===== src/rtl/an_pkg.sv =====
package an_pkg;
    localparam int unsigned AN_FACTOR = 3;
    typedef logic [1:0] res3_t;
endpackage


===== src/rtl/an_encode.sv =====
module an_encode #(
    parameter int DW = 16,
    localparam int CW = DW + 2
) (
    input  logic [DW-1:0] val,
    output logic [CW-1:0] code
);
    // 3*N = 2*N + N; two extra bits keep the product in range
    always_comb begin
        code = {1'b0, val, 1'b0} + {2'b00, val};
    end
endmodule


===== src/rtl/an_mod3.sv =====
module an_mod3 #(
    parameter int W = 19
) (
    input  logic         [W-1:0] word,
    output an_pkg::res3_t        res
);
    localparam int SW = $clog2(2 * W + 1);
    logic [SW-1:0] acc;

    // 2^i mod 3 alternates 1,2: weight even bits by 1 and odd bits by 2
    always_comb begin
        acc = '0;
        for (int i = 0; i < W; i++) begin
            if (word[i]) begin
                acc = acc + ((i % 2 == 0) ? SW'(1) : SW'(2));
            end
        end
        res = an_pkg::res3_t'(acc % SW'(an_pkg::AN_FACTOR));
    end
endmodule


===== src/rtl/an_decode.sv =====
module an_decode #(
    parameter int DW = 16,
    localparam int CW = DW + 2
) (
    input  logic [CW-1:0] code,
    output logic [DW:0]   val
);
    always_comb begin
        val = (DW+1)'(code / CW'(an_pkg::AN_FACTOR));
    end
endmodule


===== src/rtl/an_add_check.sv =====
module an_add_check #(
    parameter int DW = 16,
    localparam int CW = DW + 2,
    localparam int PW = $clog2(CW + 1)
) (
    input  logic          clk,
    input  logic          rst_n,
    input  logic          in_valid,
    input  logic [DW-1:0] a_val,
    input  logic [DW-1:0] b_val,
    input  logic          fault_en,
    input  logic [PW-1:0] fault_pos,
    output logic          out_valid,
    output logic [CW-1:0] sum_code,
    output logic [DW:0]   sum_val,
    output logic          err_code,
    output logic          err_ovf
);
    typedef struct packed {
        logic          vld;
        logic [CW-1:0] code;
        logic [DW:0]   val;
        logic          bad;
        logic          ovf;
    } stage_t;

    stage_t st_d, st_q;

    logic [CW-1:0]  enc_a, enc_b;
    logic [CW:0]    raw_sum;
    logic [CW:0]    flip_mask;
    logic [CW:0]    hit_sum;
    an_pkg::res3_t  rem3;
    logic [DW:0]    quot;

    an_encode #(.DW(DW)) u_enc_a (.val(a_val), .code(enc_a));
    an_encode #(.DW(DW)) u_enc_b (.val(b_val), .code(enc_b));

    // one flip-select line per bit of the raw sum, carry included
    for (genvar g = 0; g <= CW; g++) begin : g_flip
        assign flip_mask[g] = fault_en && (fault_pos == PW'(g));
    end

    always_comb begin
        raw_sum = {1'b0, enc_a} + {1'b0, enc_b};
        hit_sum = raw_sum ^ flip_mask;
    end

    an_mod3   #(.W(CW + 1)) u_mod3 (.word(hit_sum), .res(rem3));
    an_decode #(.DW(DW))    u_dec  (.code(hit_sum[CW-1:0]), .val(quot));

    always_comb begin
        st_d     = st_q;
        st_d.vld = in_valid;
        if (in_valid) begin
            st_d.code = hit_sum[CW-1:0];
            st_d.bad  = (rem3 != '0);
            st_d.ovf  = hit_sum[CW];
            st_d.val  = ((rem3 != '0) || hit_sum[CW]) ? '0 : quot;
        end
    end

    always_ff @(posedge clk) begin
        if (!rst_n) begin
            st_q <= '0;
        end else begin
            st_q <= st_d;
        end
    end

    assign out_valid = st_q.vld;
    assign sum_code  = st_q.code;
    assign sum_val   = st_q.val;
    assign err_code  = st_q.bad;
    assign err_ovf   = st_q.ovf;

    // valid strobe follows the accepted input by one cycle
    a_r3_valid_lag: assert property (@(posedge clk) disable iff (!rst_n)
        in_valid |=> out_valid);
    a_r3_valid_drop: assert property (@(posedge clk) disable iff (!rst_n)
        !in_valid |=> !out_valid);

    // code is preserved by addition when nothing is injected
    a_r4_clean_sum: assert property (@(posedge clk) disable iff (!rst_n)
        (in_valid && !fault_en) |=> !err_code);

    // any in-range single flip is caught
    a_r5_flip_seen: assert property (@(posedge clk) disable iff (!rst_n)
        (in_valid && fault_en && (fault_pos <= PW'(CW))) |=> err_code);

    // decoder output matches coded sum when unflagged, zero otherwise
    a_r8_decode_ok: assert property (@(posedge clk) disable iff (!rst_n)
        (out_valid && !err_code && !err_ovf) |->
        (({2'b00, sum_val} * (DW+3)'(3)) == {1'b0, sum_code}));
    a_r8_flag_zero: assert property (@(posedge clk) disable iff (!rst_n)
        (err_code || err_ovf) |-> (sum_val == '0));

    // results hold while no operands arrive
    a_r9_hold: assert property (@(posedge clk) disable iff (!rst_n)
        !in_valid |=> ($stable(sum_code) && $stable(sum_val)
                       && $stable(err_code) && $stable(err_ovf)));
endmodule


===== config.mk =====
export PLATFORM = sky130hd
export DESIGN_NAME = an_add_check
export DESIGN_NICKNAME = d
export VERILOG_FILES = /design/src/rtl/an_pkg.sv /design/src/rtl/an_encode.sv /design/src/rtl/an_mod3.sv /design/src/rtl/an_decode.sv /design/src/rtl/an_add_check.sv
export SDC_FILE = /design/constraint.sdc
export NUM_CORES = 1
export LEC_CHECK = 0
export BUFFER_PORTS_ARGS = -buffer_cell sky130_fd_sc_hd__buf_2
export CORE_MARGIN = 4
export CORE_UTILIZATION = 60
export CTS_CLUSTER_SIZE = 16
export DETAILED_ROUTE_END_ITERATION = 16
export PLACE_DENSITY = 0.78
export SLEW_MARGIN = 20
export SYNTH_ARGS = -nofsm -noshare
export SYNTH_HDL_FRONTEND = slang
export SYNTH_SLANG_ARGS = --single-unit
export TNS_END_PERCENT = 20

===== constraint.sdc =====
create_clock -name clk -period 42.8 [get_ports clk]
set_input_delay 6.42 -clock clk [delete_from_list [all_inputs] [get_ports clk]]
set_output_delay 6.42 -clock clk [all_outputs]
set_load 0.01 [all_outputs]

==> key figures, run 1 <==
Yosys
  • Top cells by area, synth: dfxtp_1 9.8%, fa_1 8.3%, ha_1 7.0%
  • EDFF count, synth: 0
  • Synth async-reset ratio: 0
  • Ys Warns: 0
  • Post-synth cell types: between 90 and 100
  • Post-Synthesis Cells: 1051
  • Post-synthesis sequential area ratio: 0.0984
  • Top_reg_cell synth: dfxtp_1
  • Post-synth top area share: 0.0984
  • Most frequent cell after synthesis: nand2_1
  • Synth area leader: dfxtp_1
  • Syn Area/Cell: 7.36 µm²
  • Synth Cell Area: approximately 7700 µm²
  • Synth Register Bits: 38
  • Most common library cells after synthesis: 125 x nand2_1, 93 x inv_1, 81 x nor2_1
  • Net Count, Synth: ~1200

Final layout
  • Post-layout util: 0.663
  • NumNets Final: 1214
  • Antenna fix cells: 0
  • Area Growth Syn to Fin: 8.16%
  • Non-Filler Instances: around 1300
  • Fillers: approximately 1200
  • Layout cells sized above 1: 0.130

Floorplan
  • Num rows: 41
  • Vert. Die Dim: roughly 120 µm
  • Die footprint: 14800 µm²
  • Total core area: 12600 µm²
  • Die width: roughly 120 µm
  • I/O pin cnt: 79
  • Initial Util: 0.613

Clock network
  • Clk buf depth: 2
  • Clock net sink count: 38
  • Resized cells post-CTS: 0
  • Reg clk slew, reported paths: 0.05 ns
  • CTS tree: done
  • Clock root buffer master: clkbuf_16
  • Clk_lat worst skew: 0.28 ns
  • # H-tree levels: 2
  • Hold_buf cts: 0
  • Postcts setup bufs: 0
  • CTS Buf Count: 5

Detailed routing
  • DRT iter0 DRCs: approximately 460
  • Number of remaining DRC errors: 0
  • Pre-antenna DRT Iters: 5
  • Wire per inst: 14.6 µm
  • ANT nets after route: 0
  • Total wire length: 18.6 mm
  • Vias per cell: roughly 6.1
  • Routed vias: between 7000 and 8000

Critical path
  • Max incr delay on CP: 0.70 ns
  • Critical path class: in2reg
  • Startpoint types: primary input
  • RR Startpoint: sum_code[1]
  • WP data arrival: roughly 21 ns
  • Critical Path Start: a_val[0]
  • Crit path top cell by count: ha_1
  • CP max FO: 18
  • Critical Path RT: 42.93 ns
  • Slowest cell on crit path: o311a_1
  • CP endpoint kind: register

Status
  • Outcome: finished, final reports clean

Place
  • Port-buffer cells: roughly 80
  • Placed Cells: about 1300
  • Placer Congestion: a little over 0.9
  • Hpwl dp: about 15 mm

Run
  • # Max-Cap Violations: 0

Timing
  • Worst slew margin: 0.354
  • Peak Freq: 48.3 MHz
  • Unrepaired setup endpoints after global routing: no
  • Final Critical Period: 20.71 ns
  • Worst slew pin tran: 0.962 ns
  • Max Slew Vio Count: 0
  • Total negative slack: 0 ns
  • Setup violators final: 0
  • Final Hold Viols: 0
  • Fin crit share: 0.484
  • Worst clock skew: 0 ns

Global route
  • Largest net degree at the start of global routing: 36
  • GRT Max-Usage Layer: met2
  • Initial antenna violation count: 0
  • First-pass GRT wire length: about 31 mm
  • Total grt overflow: 0
  • Met1 global-route usage: 0.316
  • GRT Total Usage: 0.245
  • Met2 Use GR: 0.446
  • GR Util met3: 0.0210
  • Vias in the first global route: between 6000 and 7000

Worst hold path
  • Hold Startpoint: sum_val[5]
  • Hold WC Path Type: reg2reg
[final cells by class]
cell class                 instances  area (µm²)  share of cell area
clock buffer                       7         143              0.0171
clock inverter                     1        5.00            0.000599
inverter                          93         349              0.0417
multi-input combinational        869        6400               0.766
sequential                        38         761              0.0910
tap                              172         215              0.0257
timing repair buffer              91         488              0.0584
[worst paths after layout]
path / end / slack [ns] / depth (start not counted)
setup / recovery: sum_val[2] / 22.09 / 66
setup reg to reg: sum_code[1] / 42.12 / 2
hold reg to reg: sum_val[5] / 0.44 / 2
hold / removal: sum_val[5] / 0.44 / 2
[cells in the final DEF (no fill, tap or decap), types with 18 or more instances in the layout]
cell type  instances
nand2_1          125
nor2_1            81
xor2_1            28
inv_1             93
fa_1              32
nand3_1           31
mux2i_1           18
dfxtp_1           38
buf_2             78
xnor2_1           58
ha_1              43
nor3_1            30
o21ai_0           39
a21oi_1           69
[kinds of logic after synthesis]
group,synth area share
AO/OA/AOI/OAI,0.274
XOR/XNOR,0.121
adder cells (fa/ha/maj),0.154
buffers and inverters,0.0748
flip-flops,0.0984
multiplexers,0.0306
AND/OR/NAND/NOR,0.248
[state kept, by name, summed over array words and instances, names as in the netlist]
name,count
sum_code,18
sum_val,17
err_code,1
err_ovf,1
out_valid,1
[routing by layer]
layer  wire (µm)  share of wire
met5           0              0
met3         743          0.040
met1        8090           0.44
met4         238          0.013
met2        9500           0.51
[per-stage QoR]
stage | instance area [µm²] | hold WS (ns) | setup WS [ns]
2_1_floorplan | 7730 | 0.470 | 23.63
3_3_place_gp | 8210 | 0.433 | 22.40
3_5_place_dp | 8210 | 0.437 | 22.07
4_1_cts | 8360 | 0.445 | 22.30
5_1_grt | 8360 | 0.471 | 20.71
6_report | 8360 | 0.442 | 22.09
[critical path, delay by kind of cell]
kind	cells	cell delay [ns]
mux	2	0.41
xor+xnor	8	1.96
simple gates	15	2.48
fa+ha+maj	15	4.57
buf+inv	8	0.81
compound gates	18	4.14
Power of run 1 is not shown: default switching activity piles up to over one toggle a cycle in this logic, so the estimate is an artifact.
==> run 2: changes to the inputs <==
Clock period 42.8 ns to 21 ns, I/O delays scaled along.
==> run 2 against run 1 <==
Effect of this change:
- cell area up 0.55%
- clock-buffer cell count shrank 2
- flip-flop and latch count is the same
- register-to-register slack lost 22 ns
- non-clock buffer count did not move
- cell count stayed put
- routed wire length up 1.8%
- largest cell class unchanged
==> key figures, run 2 (same netlist as run 1, synthesis figures left out) <==
Clock network
  • Reg clk slew, reported paths: 0.06 ns
  • Hold_buf cts: 0
  • Clock net sink count: 38
  • CTS tree: done
  • # H-tree levels: 2
  • CTS Buf Count: 5
  • Resized cells post-CTS: 0
  • Clk buf depth: 2
  • Postcts setup bufs: 0
  • Clock root buffer master: clkbuf_16
  • Clk_lat worst skew: ~0.28 ns

Detailed routing
  • Routed wl met2: 9.68 mm
  • Wire per inst: ~15 µm
  • DRT iter0 DRCs: 416
  • Metal3 WL: ~700 µm
  • ANT nets after route: 0
  • Number of remaining DRC errors: 0
  • Top Metal Used: met4
  • Total wire length: ~19 mm
  • Post-Route M1 WL: 8.29 mm
  • Routed vias: a little under 8000
  • Pre-antenna DRT Iters: 8
  • Vias per cell: around 6.1

Critical path
  • Critical Path RT: between 20 and 25 ns
  • CP endpoint kind: register
  • Critical path class: in2reg
  • CP max FO: 18
  • WP data arrival: 17.59 ns
  • Crit path top cell by count: ha_1
  • Max incr delay on CP: 0.72 ns
  • Slowest cell on crit path: o311a_1
  • Startpoint types: primary input

Final layout
  • Antenna fix cells: 0
  • Area Growth Syn to Fin: 8.76%
  • Commonest non-fill, non-tap cell in the layout: nand2_1
  • NumNets Final: between 1000 and 1500
  • Layout cells sized above 1: 0.131
  • Max reg flops: 18
  • Area occupied by multi-input gates: between 6000 and 7000 µm²
  • Register area: between 700 and 800 µm²
  • Most frequent cells in the layout: 125 x nand2_1, 93 x inv_1, 81 x nor2_1
  • Fillers: between 1000 and 1500

Timing
  • Total negative slack: 0 ns
  • Max Slew Vio Count: 0
  • Final Hold Viols: 0
  • Worst Hold Margin: between 0.4 and 0.5 ns
  • Final Critical Period: 17.46 ns
  • Worst slew margin: 0.355
  • Setup violators final: 0
  • Unrepaired setup endpoints after global routing: no
  • Peak Freq: roughly 57 MHz
  • Fin crit share: 0.831
  • Worst slew pin tran: ~0.96 ns
  • Worst clock skew: 0 ns

Global route
  • Vias in the first global route: 6953
  • First-pass GRT wire length: approximately 32 mm
  • Largest net degree at the start of global routing: 36
  • GRT Total Usage: 0.249
  • Initial antenna violation count: 0
  • Total grt overflow: 0

Floorplan
  • Initial Util: 0.613
  • Num rows: slightly above 40
  • Die footprint: between 10000 and 15000 µm²
  • I/O pin cnt: 79
  • Total core area: ~13000 µm²
  • Vert. Die Dim: between 100 and 150 µm
  • Die width: ~120 µm

Place
  • Hpwl dp: between 15 and 20 mm
  • Placer Congestion: slightly above 0.9
  • Port-buffer cells: 78

Run
  • # Max-Cap Violations: 0

Worst hold path
  • Hold WC Path Type: reg2reg

Status
  • Outcome: finished, final reports clean
## run 2: cell count changes in the layout (fill, tap and decap cells not counted)
| cell | previous run | this run |
|---|---|---|
| bufinv_16 | 0 | 2 |
| clkbuf_1 | 1 | 0 |
| clkbuf_8 | 1 | 0 |
| clkinv_2 | 1 | 0 |
| clkinv_4 | 0 | 1 |
## run 2: final cells by class
class | count | area share
clock buffer | 5 | 0.0149
timing repair buffer | 91 | 0.0580
tap | 172 | 0.0256
multi-input combinational | 869 | 0.761
clock inverter | 3 | 0.00818
sequential | 38 | 0.0905
inverter | 93 | 0.0415
## run 2: path summary, 6_finish.rpt
kind | startpoint | end | slack [ns] | cells after the start
max | a_val[0] | sum_val[6] | 3.54 | 67
min | sum_val[5] | sum_val[5] | 0.44 | 2
max reg2reg | sum_code[1] | sum_code[1] | 20.32 | 2
min reg2reg | sum_val[5] | sum_val[5] | 0.44 | 2
## run 2: stage by stage
stage | worst slack (ns) | cells | cell area [µm²] | utilization
after global routing | 2.19 | 1271 | 8410 | 0.666
after detailed placement | 3.46 | 1263 | 8210 | 0.651
after global placement | 3.88 | 1263 | 8210 | 0.651
final | 3.54 | 1271 | 8410 | 0.666
after CTS | 3.68 | 1271 | 8410 | 0.666
after floorplan | 5.10 | 1051 | 7730 | -
## run 2: per-layer routing
metal	vias up	track usage
li1	3873	-
met1	3631	0.321
met2	187	0.459
met3	16	0.0200
met4	0	0.0427
met5	-	0
## run 2: worst max-delay path, delay by kind of cell
kind,cells,cell delay [ns]
adders and majority gates,15,4.52
and+or+nand+nor,17,2.90
muxes,3,0.58
buffers and inverters,9,0.87
AOI/OAI and AO/OA,15,3.54
xor gates and xnor gates,8,1.95
Power of run 2 is left out for the same reason.
==> run 3: changes to the inputs <==
Clock period 21 ns to 16.7 ns, I/O delays scaled along.
==> run 3 against run 2 <==
Effect of this change:
- clock skew did not move
- via count rose by 0.31%
- utilization rose by 0.99 points
- sequential share of layout area fell by 0.13 points
- flip-flop and latch count did not move
==> key figures, run 3 (same netlist as run 1, synthesis figures left out) <==
Clock network
  • # H-tree levels: 2
  • CTS tree: done
  • Clock net sink count: 38
  • Clock root buffer master: clkbuf_16
  • Hold_buf cts: 0
  • CTS Buf Count: 5
  • Clk_lat worst skew: approximately 0.28 ns
  • Reg clk slew, reported paths: ~0.060 ns
  • Clk buf depth: 2

Timing
  • Worst clock skew: 0 ns
  • Final Hold Viols: 0
  • Final Critical Period: ~16 ns
  • Worst slew margin: 0.342
  • Setup violators final: 0
  • Fin crit share: 0.941
  • Peak Freq: 63.6 MHz
  • Worst slew pin tran: just under 1 ns
  • Max Slew Vio Count: 0
  • Total negative slack: 0 ns

Floorplan
  • Num rows: between 40 and 50
  • Initial Util: 0.613
  • Vert. Die Dim: roughly 120 µm
  • I/O pin cnt: a little under 80
  • Total core area: between 10000 and 15000 µm²
  • Die width: roughly 120 µm
  • Die footprint: approximately 15000 µm²

Global route
  • First-pass GRT wire length: about 32 mm
  • GRT Total Usage: 0.251
  • Largest net degree at the start of global routing: 36
  • Vias in the first global route: 7075
  • Initial antenna violation count: 0
  • Total grt overflow: 0

Detailed routing
  • Wire per inst: roughly 15 µm
  • Routed vias: a little under 8000
  • Vias per cell: ~6.1
  • Total wire length: between 15 and 20 mm
  • ANT nets after route: 0
  • Pre-antenna DRT Iters: 6
  • Number of remaining DRC errors: 0
  • DRT iter0 DRCs: between 300 and 400

Critical path
  • Slowest cell on crit path: fa_2
  • Critical Path RT: between 15 and 20 ns
  • Worst-case reg-to-reg path depth: 2
  • Reg2reg end: sum_code[1]
  • CP max FO: 18
  • Largest delay share family, worst path: adder cells
  • Startpoint types: primary input
  • Crit path to: sum_val[10]
  • FF-to-FF setup slack: approximately 16 ns
  • Levels on crit path: 69
  • RR Startpoint: sum_code[1]
  • Crit path top cell by count: ha_1
  • CP endpoint kind: register
  • Critical Path Start: a_val[0]
  • Max incr delay on CP: ~0.63 ns
  • WP data arrival: approximately 16 ns
  • CP Buf/Inv Count: 11
  • Critical path class: in2reg

Worst hold path
  • Hold WC Path Type: reg2reg

Final layout
  • Max reg flops: 18
  • Non-Filler Instances: approximately 1300
  • Fillers: ~1200
  • Antenna fix cells: 0
  • Layout cells sized above 1: 0.155
  • Area Growth Syn to Fin: 10.4%
  • Final Cell Area: between 8000 and 9000 µm²
  • Post-layout util: 0.676
  • Most frequent cells in the layout: 125 x nand2_1, 92 x inv_1, 78 x buf_2
  • Commonest non-fill, non-tap cell in the layout: nand2_1
  • NumNets Final: 1221

Place
  • Placer Congestion: around 0.9
  • Port-buffer cells: between 70 and 80
  • Hpwl dp: approximately 15 mm
  • Post-DP Area: 8230 µm²
  • Placed Cells: approximately 1300

Run
  • # Max-Cap Violations: 0

Status
  • Outcome: finished, final reports clean
## run 3: worst reg2reg max path: cells and delay by family (launching register included)
| kind | cells | cell delay, ns |
|---|---|---|
| mux | 1 | 0.18 |
| simple gates | 1 | 0.07 |
| flops | 1 | 0.33 |
## run 3: final cells by class
| class | instances | area (µm²) | area share |
|---|---|---|---|
| repair buffers | 98 | 541 | 0.0633 |
| clock inverters | 2 | 10.0 | 0.00117 |
| multi-input cells | 869 | 6530 | 0.766 |
| clock buffers | 5 | 125 | 0.0147 |
| flip-flops and latches | 38 | 761 | 0.0891 |
| well taps | 172 | 215 | 0.0252 |
| inverters | 93 | 349 | 0.0409 |
## run 3: repair_timing
| action | CTS | global route |
|---|---|---|
| endpoints found under the hold margin | 0 | 0 |
| setup buffers | 0 | 4 |
| resized for setup | 0 | 26 |
| setup endpoints to repair | 0 | 18 |
## run 3: worst min path at each step
| stage | from | endpoint | slack, ns | cells past startpoint |
|---|---|---|---|---|
| after floorplan | sum_val[4] | sum_val[4] | 0.47 | 2 |
| after global placement | sum_val[5] | sum_val[5] | 0.44 | 2 |
| after detailed placement | sum_val[1] | sum_val[1] | 0.45 | 2 |
| after CTS | sum_val[5] | sum_val[5] | 0.46 | 2 |
| after global routing | sum_val[5] | sum_val[5] | 0.49 | 2 |
| final | sum_val[5] | sum_val[5] | 0.45 | 2 |
## run 3: through the flow
stage | worst slack [ns] | hold slack [ns]
after floorplan | 1.45 | 0.470
after global placement | 0.498 | 0.438
after detailed placement | 0.103 | 0.447
after CTS | 0.352 | 0.462
after global routing | -0.0940 | 0.486
final | 0.987 | 0.455
## run 3: metal layers
layer  track usage  vias to the layer above  share of wire
met2         0.465                      183           0.51
met3        0.0205                       30          0.039
met4        0.0413                        0          0.016
met5             0                        -              0
met1         0.323                     3619           0.44
li1              -                     3899              -
Power of run 3 is left out for the same reason.
